===== src/rtl/des_round_pkg.sv =====
package des_round_pkg;
  localparam int BLK_W  = 64;
  localparam int HALF_W = 32;
  localparam int CD_W   = 56;
  localparam int HCD_W  = 28;
  localparam int SK_W   = 48;
  localparam int NBOX   = 8;
  localparam int OP_W   = 16;
  localparam int RND_W  = 4;
  localparam int LAST_RND = (1 << RND_W) - 1;

  // key bit selection, standard 1-based numbering with 1 as MSB
  localparam int PC1_T [CD_W] = '{
    57,49,41,33,25,17, 9, 1,58,50,42,34,26,18,
    10, 2,59,51,43,35,27,19,11, 3,60,52,44,36,
    63,55,47,39,31,23,15, 7,62,54,46,38,30,22,
    14, 6,61,53,45,37,29,21,13, 5,28,20,12, 4};
  localparam int PC2_T [SK_W] = '{
    14,17,11,24, 1, 5, 3,28,15, 6,21,10,
    23,19,12, 4,26, 8,16, 7,27,20,13, 2,
    41,52,31,37,47,55,30,40,51,45,33,48,
    44,49,39,56,34,53,46,42,50,36,29,32};
  localparam int P_T [HALF_W] = '{
    16, 7,20,21,29,12,28,17, 1,15,23,26, 5,18,31,10,
     2, 8,24,14,32,27, 3, 9,19,13,30, 6,22,11, 4,25};
  // substitution boxes, 64 nibbles each, row-major, first entry in the top nibble
  localparam logic [255:0] SBOX_T [NBOX] = '{
    256'hE4D12FB83A6C59070F74E2D1A6CB953841E8D62BFC973A50FC8249175B3EA06D,
    256'hF18E6B34972DC05A3D47F28EC01A69B50E7BA4D158C6932FD8A13F42B67C05E9,
    256'hA09E63F51DC7B428D709346A285ECBF1D6498F30B12C5AE71AD069874FE3B52C,
    256'h7DE3069A1285BC4FD8B56F03472C1AE9A690CB7DF13E52843F06A1D8945BC72E,
    256'h2C417AB6853FD0E9EB2C47D150FA3986421BAD78F9C5630EB8C71E2D6F09A453,
    256'hC1AF92680D34E75BAF427C9561DE0B389EF528C3704A1DB6432C95FABE17608D,
    256'h4B2EF08D3C975A61D0B7491AE35C2F8614BDC37EAF6805926BD814A7950FE23C,
    256'hD2846FB1A93E50C71FD8A374C56B0E927B419CE206ADF35821E74A8DFC90356B};

  // 1-based source bit of output position i+1 of the initial permutation
  function automatic int ip_src(input int i);
    int r;
    int c;
    r = i / 8;
    c = i % 8;
    return ((r < 4) ? (58 + 2 * r) : (49 + 2 * r)) - 8 * c;
  endfunction

  function automatic logic [BLK_W-1:0] ip_fwd(input logic [BLK_W-1:0] x);
    logic [BLK_W-1:0] y;
    y = '0;
    for (int i = 0; i < BLK_W; i++) y[BLK_W-1-i] = x[BLK_W-ip_src(i)];
    return y;
  endfunction

  function automatic logic [BLK_W-1:0] ip_bwd(input logic [BLK_W-1:0] x);
    logic [BLK_W-1:0] y;
    y = '0;
    for (int i = 0; i < BLK_W; i++) y[BLK_W-ip_src(i)] = x[BLK_W-1-i];
    return y;
  endfunction

  function automatic logic [SK_W-1:0] expand(input logic [HALF_W-1:0] r);
    logic [SK_W-1:0] y;
    int src;
    y = '0;
    for (int j = 0; j < SK_W; j++) begin
      src = (((j / 6) * 4 + (j % 6) + HALF_W - 1) % HALF_W) + 1;
      y[SK_W-1-j] = r[HALF_W-src];
    end
    return y;
  endfunction

  function automatic logic [HALF_W-1:0] pperm(input logic [HALF_W-1:0] x);
    logic [HALF_W-1:0] y;
    y = '0;
    for (int i = 0; i < HALF_W; i++) y[HALF_W-1-i] = x[HALF_W-P_T[i]];
    return y;
  endfunction

  function automatic logic [CD_W-1:0] pc1(input logic [BLK_W-1:0] k);
    logic [CD_W-1:0] y;
    y = '0;
    for (int i = 0; i < CD_W; i++) y[CD_W-1-i] = k[BLK_W-PC1_T[i]];
    return y;
  endfunction

  // scatter the halves back into the key image, parity bits taken from keep
  function automatic logic [BLK_W-1:0] pc1_back(input logic [CD_W-1:0] cd,
                                               input logic [BLK_W-1:0] keep);
    logic [BLK_W-1:0] y;
    y = keep;
    for (int i = 0; i < CD_W; i++) y[BLK_W-PC1_T[i]] = cd[CD_W-1-i];
    return y;
  endfunction

  function automatic logic [SK_W-1:0] pc2(input logic [CD_W-1:0] cd);
    logic [SK_W-1:0] y;
    y = '0;
    for (int i = 0; i < SK_W; i++) y[SK_W-1-i] = cd[CD_W-PC2_T[i]];
    return y;
  endfunction

  function automatic logic [HCD_W-1:0] rot_l(input logic [HCD_W-1:0] x, input logic one);
    return one ? {x[HCD_W-2:0], x[HCD_W-1]} : {x[HCD_W-3:0], x[HCD_W-1:HCD_W-2]};
  endfunction

  function automatic logic [HCD_W-1:0] rot_r(input logic [HCD_W-1:0] x, input logic one);
    return one ? {x[0], x[HCD_W-1:1]} : {x[1:0], x[HCD_W-1:2]};
  endfunction

  // schedule positions that rotate by a single bit
  function automatic logic single_step(input logic [RND_W-1:0] k);
    return (k == 4'd0) || (k == 4'd1) || (k == 4'd8) || (k == 4'd15);
  endfunction

  function automatic logic [3:0] sbox_lookup(input int b, input logic [5:0] s);
    logic [5:0] idx;
    idx = {s[5], s[0], s[4:1]};
    return SBOX_T[b][255 - 4 * int'(idx) -: 4];
  endfunction
endpackage


===== src/rtl/des_key_step.sv =====
module des_key_step
  import des_round_pkg::*;
(
  input  logic [BLK_W-1:0] key_cur,
  input  logic [RND_W-1:0] round,
  input  logic             decrypt,
  output logic [SK_W-1:0]  subkey,
  output logic [BLK_W-1:0] key_next
);
  logic [CD_W-1:0]  cd;
  logic [CD_W-1:0]  cd_rot;
  logic [RND_W-1:0] sched_pos;
  logic             one;

  assign cd        = pc1(key_cur);
  // decryption walks the schedule backwards
  assign sched_pos = decrypt ? (RND_W'(LAST_RND) - round) : round;
  assign one       = single_step(sched_pos);

  always_comb begin
    if (decrypt) begin
      subkey = pc2(cd);
      cd_rot = {rot_r(cd[CD_W-1:HCD_W], one), rot_r(cd[HCD_W-1:0], one)};
    end else begin
      cd_rot = {rot_l(cd[CD_W-1:HCD_W], one), rot_l(cd[HCD_W-1:0], one)};
      subkey = pc2(cd_rot);
    end
  end

  assign key_next = pc1_back(cd_rot, key_cur);
endmodule


===== src/rtl/des_feistel_f.sv =====
module des_feistel_f
  import des_round_pkg::*;
(
  input  logic [HALF_W-1:0] r_half,
  input  logic [SK_W-1:0]   subkey,
  output logic [HALF_W-1:0] f_out
);
  logic [SK_W-1:0]   mixed;
  logic [HALF_W-1:0] sub_out;

  assign mixed = expand(r_half) ^ subkey;

  for (genvar b = 0; b < NBOX; b++) begin : g_box
    assign sub_out[HALF_W-1-4*b -: 4] = sbox_lookup(b, mixed[SK_W-1-6*b -: 6]);
  end

  assign f_out = pperm(sub_out);
endmodule


===== src/rtl/des_round_core.sv =====
module des_round_core
  import des_round_pkg::*;
(
  input  logic [BLK_W-1:0] data_cur,
  input  logic [BLK_W-1:0] key_cur,
  input  logic [RND_W-1:0] round,
  input  logic             decrypt,
  output logic [BLK_W-1:0] data_next,
  output logic [BLK_W-1:0] key_next
);
  logic [BLK_W-1:0]  perm_in;
  logic [HALF_W-1:0] left_h;
  logic [HALF_W-1:0] right_h;
  logic [HALF_W-1:0] f_val;
  logic [HALF_W-1:0] mixed_l;
  logic [SK_W-1:0]   subkey;
  logic [BLK_W-1:0]  pre_out;

  des_key_step u_key (
    .key_cur (key_cur),
    .round   (round),
    .decrypt (decrypt),
    .subkey  (subkey),
    .key_next(key_next)
  );

  assign perm_in = ip_fwd(data_cur);
  assign left_h  = perm_in[BLK_W-1:HALF_W];
  assign right_h = perm_in[HALF_W-1:0];

  des_feistel_f u_f (
    .r_half(right_h),
    .subkey(subkey),
    .f_out (f_val)
  );

  assign mixed_l = left_h ^ f_val;
  // the last round keeps the halves in place
  assign pre_out = (round == RND_W'(LAST_RND)) ? {mixed_l, right_h} : {right_h, mixed_l};
  assign data_next = ip_bwd(pre_out);
endmodule


===== src/rtl/des_round_unit.sv =====
module des_round_unit
  import des_round_pkg::*;
(
  input  logic             clk,
  input  logic             rst_n,
  input  logic             in_valid,
  output logic             in_ready,
  input  logic [OP_W-1:0]  opcode,
  input  logic             decrypt,
  input  logic             prev_des,
  input  logic [BLK_W-1:0] data_in,
  input  logic [BLK_W-1:0] key_in,
  output logic             out_valid,
  input  logic             out_ready,
  output logic [BLK_W-1:0] data_out,
  output logic [BLK_W-1:0] key_out,
  output logic             busy
);
  logic             hold_q;
  logic [BLK_W-1:0] op_data_q;
  logic [BLK_W-1:0] op_key_q;
  logic [RND_W-1:0] op_rnd_q;
  logic             op_dec_q;
  logic             oval_q;
  logic [BLK_W-1:0] dout_q;
  logic [BLK_W-1:0] kout_q;

  logic             is_round;
  logic             take;
  logic [BLK_W-1:0] core_d;
  logic [BLK_W-1:0] core_k;
  logic [RND_W-1:0] core_r;
  logic             core_dec;
  logic [BLK_W-1:0] res_d;
  logic [BLK_W-1:0] res_k;

  assign is_round = (opcode[15:8] == 8'h94) && (opcode[3:0] == 4'hB);
  assign in_ready = !hold_q && (!oval_q || out_ready);
  assign take     = in_valid && in_ready;

  // a single round core fed either by the live ports or by the held operands
  assign core_d   = hold_q ? op_data_q : data_in;
  assign core_k   = hold_q ? op_key_q  : key_in;
  assign core_r   = hold_q ? op_rnd_q  : opcode[7:4];
  assign core_dec = hold_q ? op_dec_q  : decrypt;

  des_round_core u_core (
    .data_cur (core_d),
    .key_cur  (core_k),
    .round    (core_r),
    .decrypt  (core_dec),
    .data_next(res_d),
    .key_next (res_k)
  );

  always_ff @(posedge clk or negedge rst_n) begin
    if (!rst_n) begin
      hold_q    <= 1'b0;
      op_data_q <= '0;
      op_key_q  <= '0;
      op_rnd_q  <= '0;
      op_dec_q  <= 1'b0;
      oval_q    <= 1'b0;
      dout_q    <= '0;
      kout_q    <= '0;
    end else begin
      if (oval_q && out_ready) oval_q <= 1'b0;
      if (hold_q) begin
        dout_q <= res_d;
        kout_q <= res_k;
        oval_q <= 1'b1;
        hold_q <= 1'b0;
      end else if (take && is_round) begin
        if (prev_des) begin
          dout_q <= res_d;
          kout_q <= res_k;
          oval_q <= 1'b1;
        end else begin
          op_data_q <= data_in;
          op_key_q  <= key_in;
          op_rnd_q  <= opcode[7:4];
          op_dec_q  <= decrypt;
          hold_q    <= 1'b1;
        end
      end
    end
  end

  assign out_valid = oval_q;
  assign data_out  = dout_q;
  assign key_out   = kout_q;
  assign busy      = hold_q;
endmodule


===== config.mk =====
export PLATFORM = sky130hd
export DESIGN_NAME = des_round_unit
export DESIGN_NICKNAME = d
export VERILOG_FILES = /design/src/rtl/des_round_pkg.sv /design/src/rtl/des_key_step.sv /design/src/rtl/des_feistel_f.sv /design/src/rtl/des_round_core.sv /design/src/rtl/des_round_unit.sv
export SDC_FILE = /design/constraint.sdc
export NUM_CORES = 1
export LEC_CHECK = 0
export CAP_MARGIN = 0
export CORE_UTILIZATION = 43
export CTS_BUF_LIST = sky130_fd_sc_hd__clkbuf_16
export CTS_CLUSTER_SIZE = 16
export DETAILED_ROUTE_END_ITERATION = 6
export PLACE_DENSITY = 0.67
export SLEW_MARGIN = 40
export SYNTH_ARGS = -nofsm -noshare
export SYNTH_HDL_FRONTEND = slang
export SYNTH_SLANG_ARGS = --single-unit

===== constraint.sdc =====
create_clock -name clk -period 7.13 [get_ports clk]
set_input_delay 1.7825 -clock clk [delete_from_list [all_inputs] [get_ports clk]]
set_output_delay 1.7825 -clock clk [all_outputs]
set_load 0.005 [all_outputs]

==> impl_metrics.env <==
export IMPL_cts_setup_buffers=0
export IMPL_synth_area_leaders="dfrtp_1, mux2i_1, mux2_2"
export IMPL_drc_errors=9
export IMPL_netlist_area_leader_share=0.321
export IMPL_drt_iter0_drc=1658
export IMPL_yosys_cell_types_count=97
export IMPL_dieWidth_um=220
export IMPL_p_per_area_nw_per_um2=189
export IMPL_setup_viol=0
export IMPL_synthMuxAreaShare=0.220
export IMPL_min_to="data_out[3]$_DFFE_PN0P_"
export IMPL_grt_max_degree=131
export IMPL_gp_congestion=0.933
export IMPL_synth_nets=2528
export IMPL_nets=2767
export IMPL_crit_type="in -> reg"
export IMPL_drive_above_1_share=0.153
export IMPL_finalCritPeriodShare=0.843
export IMPL_fill_cells=4262
export IMPL_combPwrFrac=0.330
export IMPL_dieArea_um2=48500
export IMPL_ant_nets=0
export IMPL_antenna_found_initial=1
export IMPL_synth_common_cells="dfrtp_1, nand2_1, mux2i_1"
export IMPL_ios=281
export IMPL_seqCellArea_um2=6590
export IMPL_ff2ff_path_depth=14
export IMPL_dp_cells=3134
export IMPL_worst_setup_path_start_kind="input port"
export IMPL_yosys_most_used_dff="dfrtp_1"
export IMPL_area_growth_pct=23.5
export IMPL_post_synth_top_count_cell="dfrtp_1"
export IMPL_yosysSeqAreaShare=0.321
export IMPL_failed_checks="design-rule violations"
export IMPL_numClockSinks=263
export IMPL_hold_path_depth=2
export IMPL_grt_pass1_wl_um=109000
export IMPL_synthAdderAreaFrac=0.0347
export IMPL_multi_input_area_um2=13100
export IMPL_dpl_hpwl_um=52900
export IMPL_rr_endpoint="data_out[4]$_DFFE_PN0P_"
export IMPL_finalInstanceArea_um2=25300
export IMPL_crit_arrival_ns=6.53
export IMPL_cts_tree="yes"
export IMPL_power_net_switching_mw=1.64
export IMPL_vias_per_cell=6.00
export IMPL_yosys_area_share_simple=0.167
export IMPL_timing_clock_skew_ns=0.0158
export IMPL_reg2reg_slack_ns=1.72
export IMPL_die_h_um=220
export IMPL_fin_hold_ws_ns=0.483
export IMPL_hold_viol_final=0
export IMPL_core_area_um2=46800
export IMPL_first_global_vias=18427
export IMPL_worst_setup_path_end_kind="register"
export IMPL_hold_path_class="reg -> reg"
export IMPL_switching_share=0.344
export IMPL_tightest_slew_ns=0.904
export IMPL_synth_xor_area_share=0.0504
export IMPL_synth_largest_area_cell="dfrtp_1"
export IMPL_cts_made_buffers=31
export IMPL_pwr_share_clk=0.354
export IMPL_synth_edf_count=0
export IMPL_min_delay_start="data_out[3]$_DFFE_PN0P_"
export IMPL_synth_area_per_cell_um2=8.82
export IMPL_clk_path_buf_depth=3
export IMPL_fmax_mhz=166
export IMPL_netlist_area_um2=20500
export IMPL_drtPass1Iterations=7
export IMPL_p_total_mw=4.78
export IMPL_synth_compound_area_frac=0.161
export IMPL_maxSlewViolCount=0
export IMPL_clock_latency_ns=0.59
export IMPL_tns_ns=0
export IMPL_drt_total_wl_um=71100
export IMPL_rsz0062_at_grt="false"
export IMPL_place_area_um2=24200
export IMPL_dr_total_vias=19152
export IMPL_synth_top_family_by_area="multiplexers"
export IMPL_required_ns=7.65
export IMPL_htree_levels=1
export IMPL_clkSlewWorstSetupHoldPaths_ns=0.07
export IMPL_rows=79
export IMPL_internal_power_mw=3.13
export IMPL_crit_fanout=14
export IMPL_slew_headroom=0.380
export IMPL_p_leak_nw=10.8
export IMPL_synth_warnings=0
export IMPL_cts_repair_resized=0
export IMPL_p_seq_frac=0.315
export IMPL_port_buffers=280
export IMPL_reg2reg_from="busy$_DFF_PN0_"
export IMPL_cts_hold_buf=0
export IMPL_synthArstFlopShare=1.00
export IMPL_grt_usage=0.290
export IMPL_synth_seq_cells=263
export IMPL_syn_instance_count=2322
export IMPL_wl_per_cell_um=22.3
export IMPL_cts_root_buffer="clkbuf_16"
export IMPL_fin_crit_ns=6.01
export IMPL_cap_violations=0
export IMPL_ir_worst_vdd_mv=0.178
export IMPL_gr_total_overflow=0
export IMPL_initial_core_util=0.438
export IMPL_instances_no_fill=3193
export IMPL_status="finished with violations"
## per-layer routing
metal,part of all wire,routed length (um),track usage
met1,0.42,29800,0.376
met2,0.49,35000,0.496
met3,0.053,3740,0.0359
met4,0.036,2530,0.100
met5,0,0,0
## power groups by stage
stage | Clock (mW) | Sequential, mW | Combinational, mW
finish | 1.69 | 1.51 | 1.58
floorplan | 0 | 1.53 | 1.04
global placement | 0 | 1.53 | 1.54
CTS | 1.72 | 1.51 | 1.56
global route | 1.78 | 1.51 | 1.72
detailed placement | 0 | 1.53 | 1.55
## metrics by stage
step | util | worst slack (ns)
2_1_floorplan | - | 1.75
3_3_place_gp | 0.515 | 0.615
3_5_place_dp | 0.517 | 0.592
4_1_cts | 0.540 | 1.19
5_1_grt | 0.541 | 0.764
6_report | 0.541 | 1.12
## critical path: stages
cell             delay, ns
clkdlybuf4s50_1       0.59
inv_2                 0.08
o32a_1                0.41
a32oi_4               0.47
buf_4                 0.32
mux2i_1               0.13
a21oi_1               0.39
xor2_1                0.23
buf_4                 0.20
clkinv_1              0.31
ha_1                  0.33
inv_1                 0.05
mux2i_1               0.09
a311o_1               0.36
nor2_1                0.10
nor3_1                0.06
xnor2_1               0.36
o221a_2               0.25
## cell usage in the layout, fill, tap and decap left out, drive strengths merged, types with 14 or more instances in the layout
cell type,n
a211oi,38
a21oi,119
a31oi,66
buf,97
clkbuf,31
clkdlybuf4s50,279
clkinv,14
dfrtp,263
ha,56
inv,44
mux2,167
mux2i,259
nand2,263
nand3,154
nor2,217
nor3,67
o211ai,32
o21ai,105
xnor2,66
xor2,37
## sequential cells by signal (all words and copies together) (netlist names)
| signal | cells |
|---|---|
| data_out | 64 |
| out_valid | 1 |
| op_dec_q | 1 |
| op_rnd_q | 4 |
| key_out | 64 |
| op_key_q | 64 |
| op_data_q | 64 |
| busy | 1 |
## cells by family after synthesis
group,count (synthesis)
XOR/XNOR,104
multiplexers,426
buffers and inverters,210
flip-flops,263
AND/OR/NAND/NOR,771
AO/OA/AOI/OAI,491
adder cells (fa/ha/maj),57
## worst max path at each step
stage | start | to | cells past startpoint
6_report | decrypt | data_out[57]$_DFFE_PN0P_ | 18
5_1_grt | decrypt | data_out[44]$_DFFE_PN0P_ | 18
4_1_cts | decrypt | data_out[5]$_DFFE_PN0P_ | 16
3_5_place_dp | decrypt | data_out[4]$_DFFE_PN0P_ | 16
3_3_place_gp | opcode[6] | data_out[5]$_DFFE_PN0P_ | 15
2_1_floorplan | opcode[4] | data_out[59]$_DFFE_PN0P_ | 18
## layout make-up
cell class                      instances  share of cell area
Multi-Input combinational cell       1849               0.519
Sequential cell                       263               0.260
Timing Repair Buffer                  376               0.143
Clock buffer                           31              0.0307
Tap cell                              607              0.0300
Clock inverter                         26              0.0113
Inverter                               40             0.00593
Antenna cell                            1           0.0000989
No activity file was read; power rests on OpenSTA's default activity.
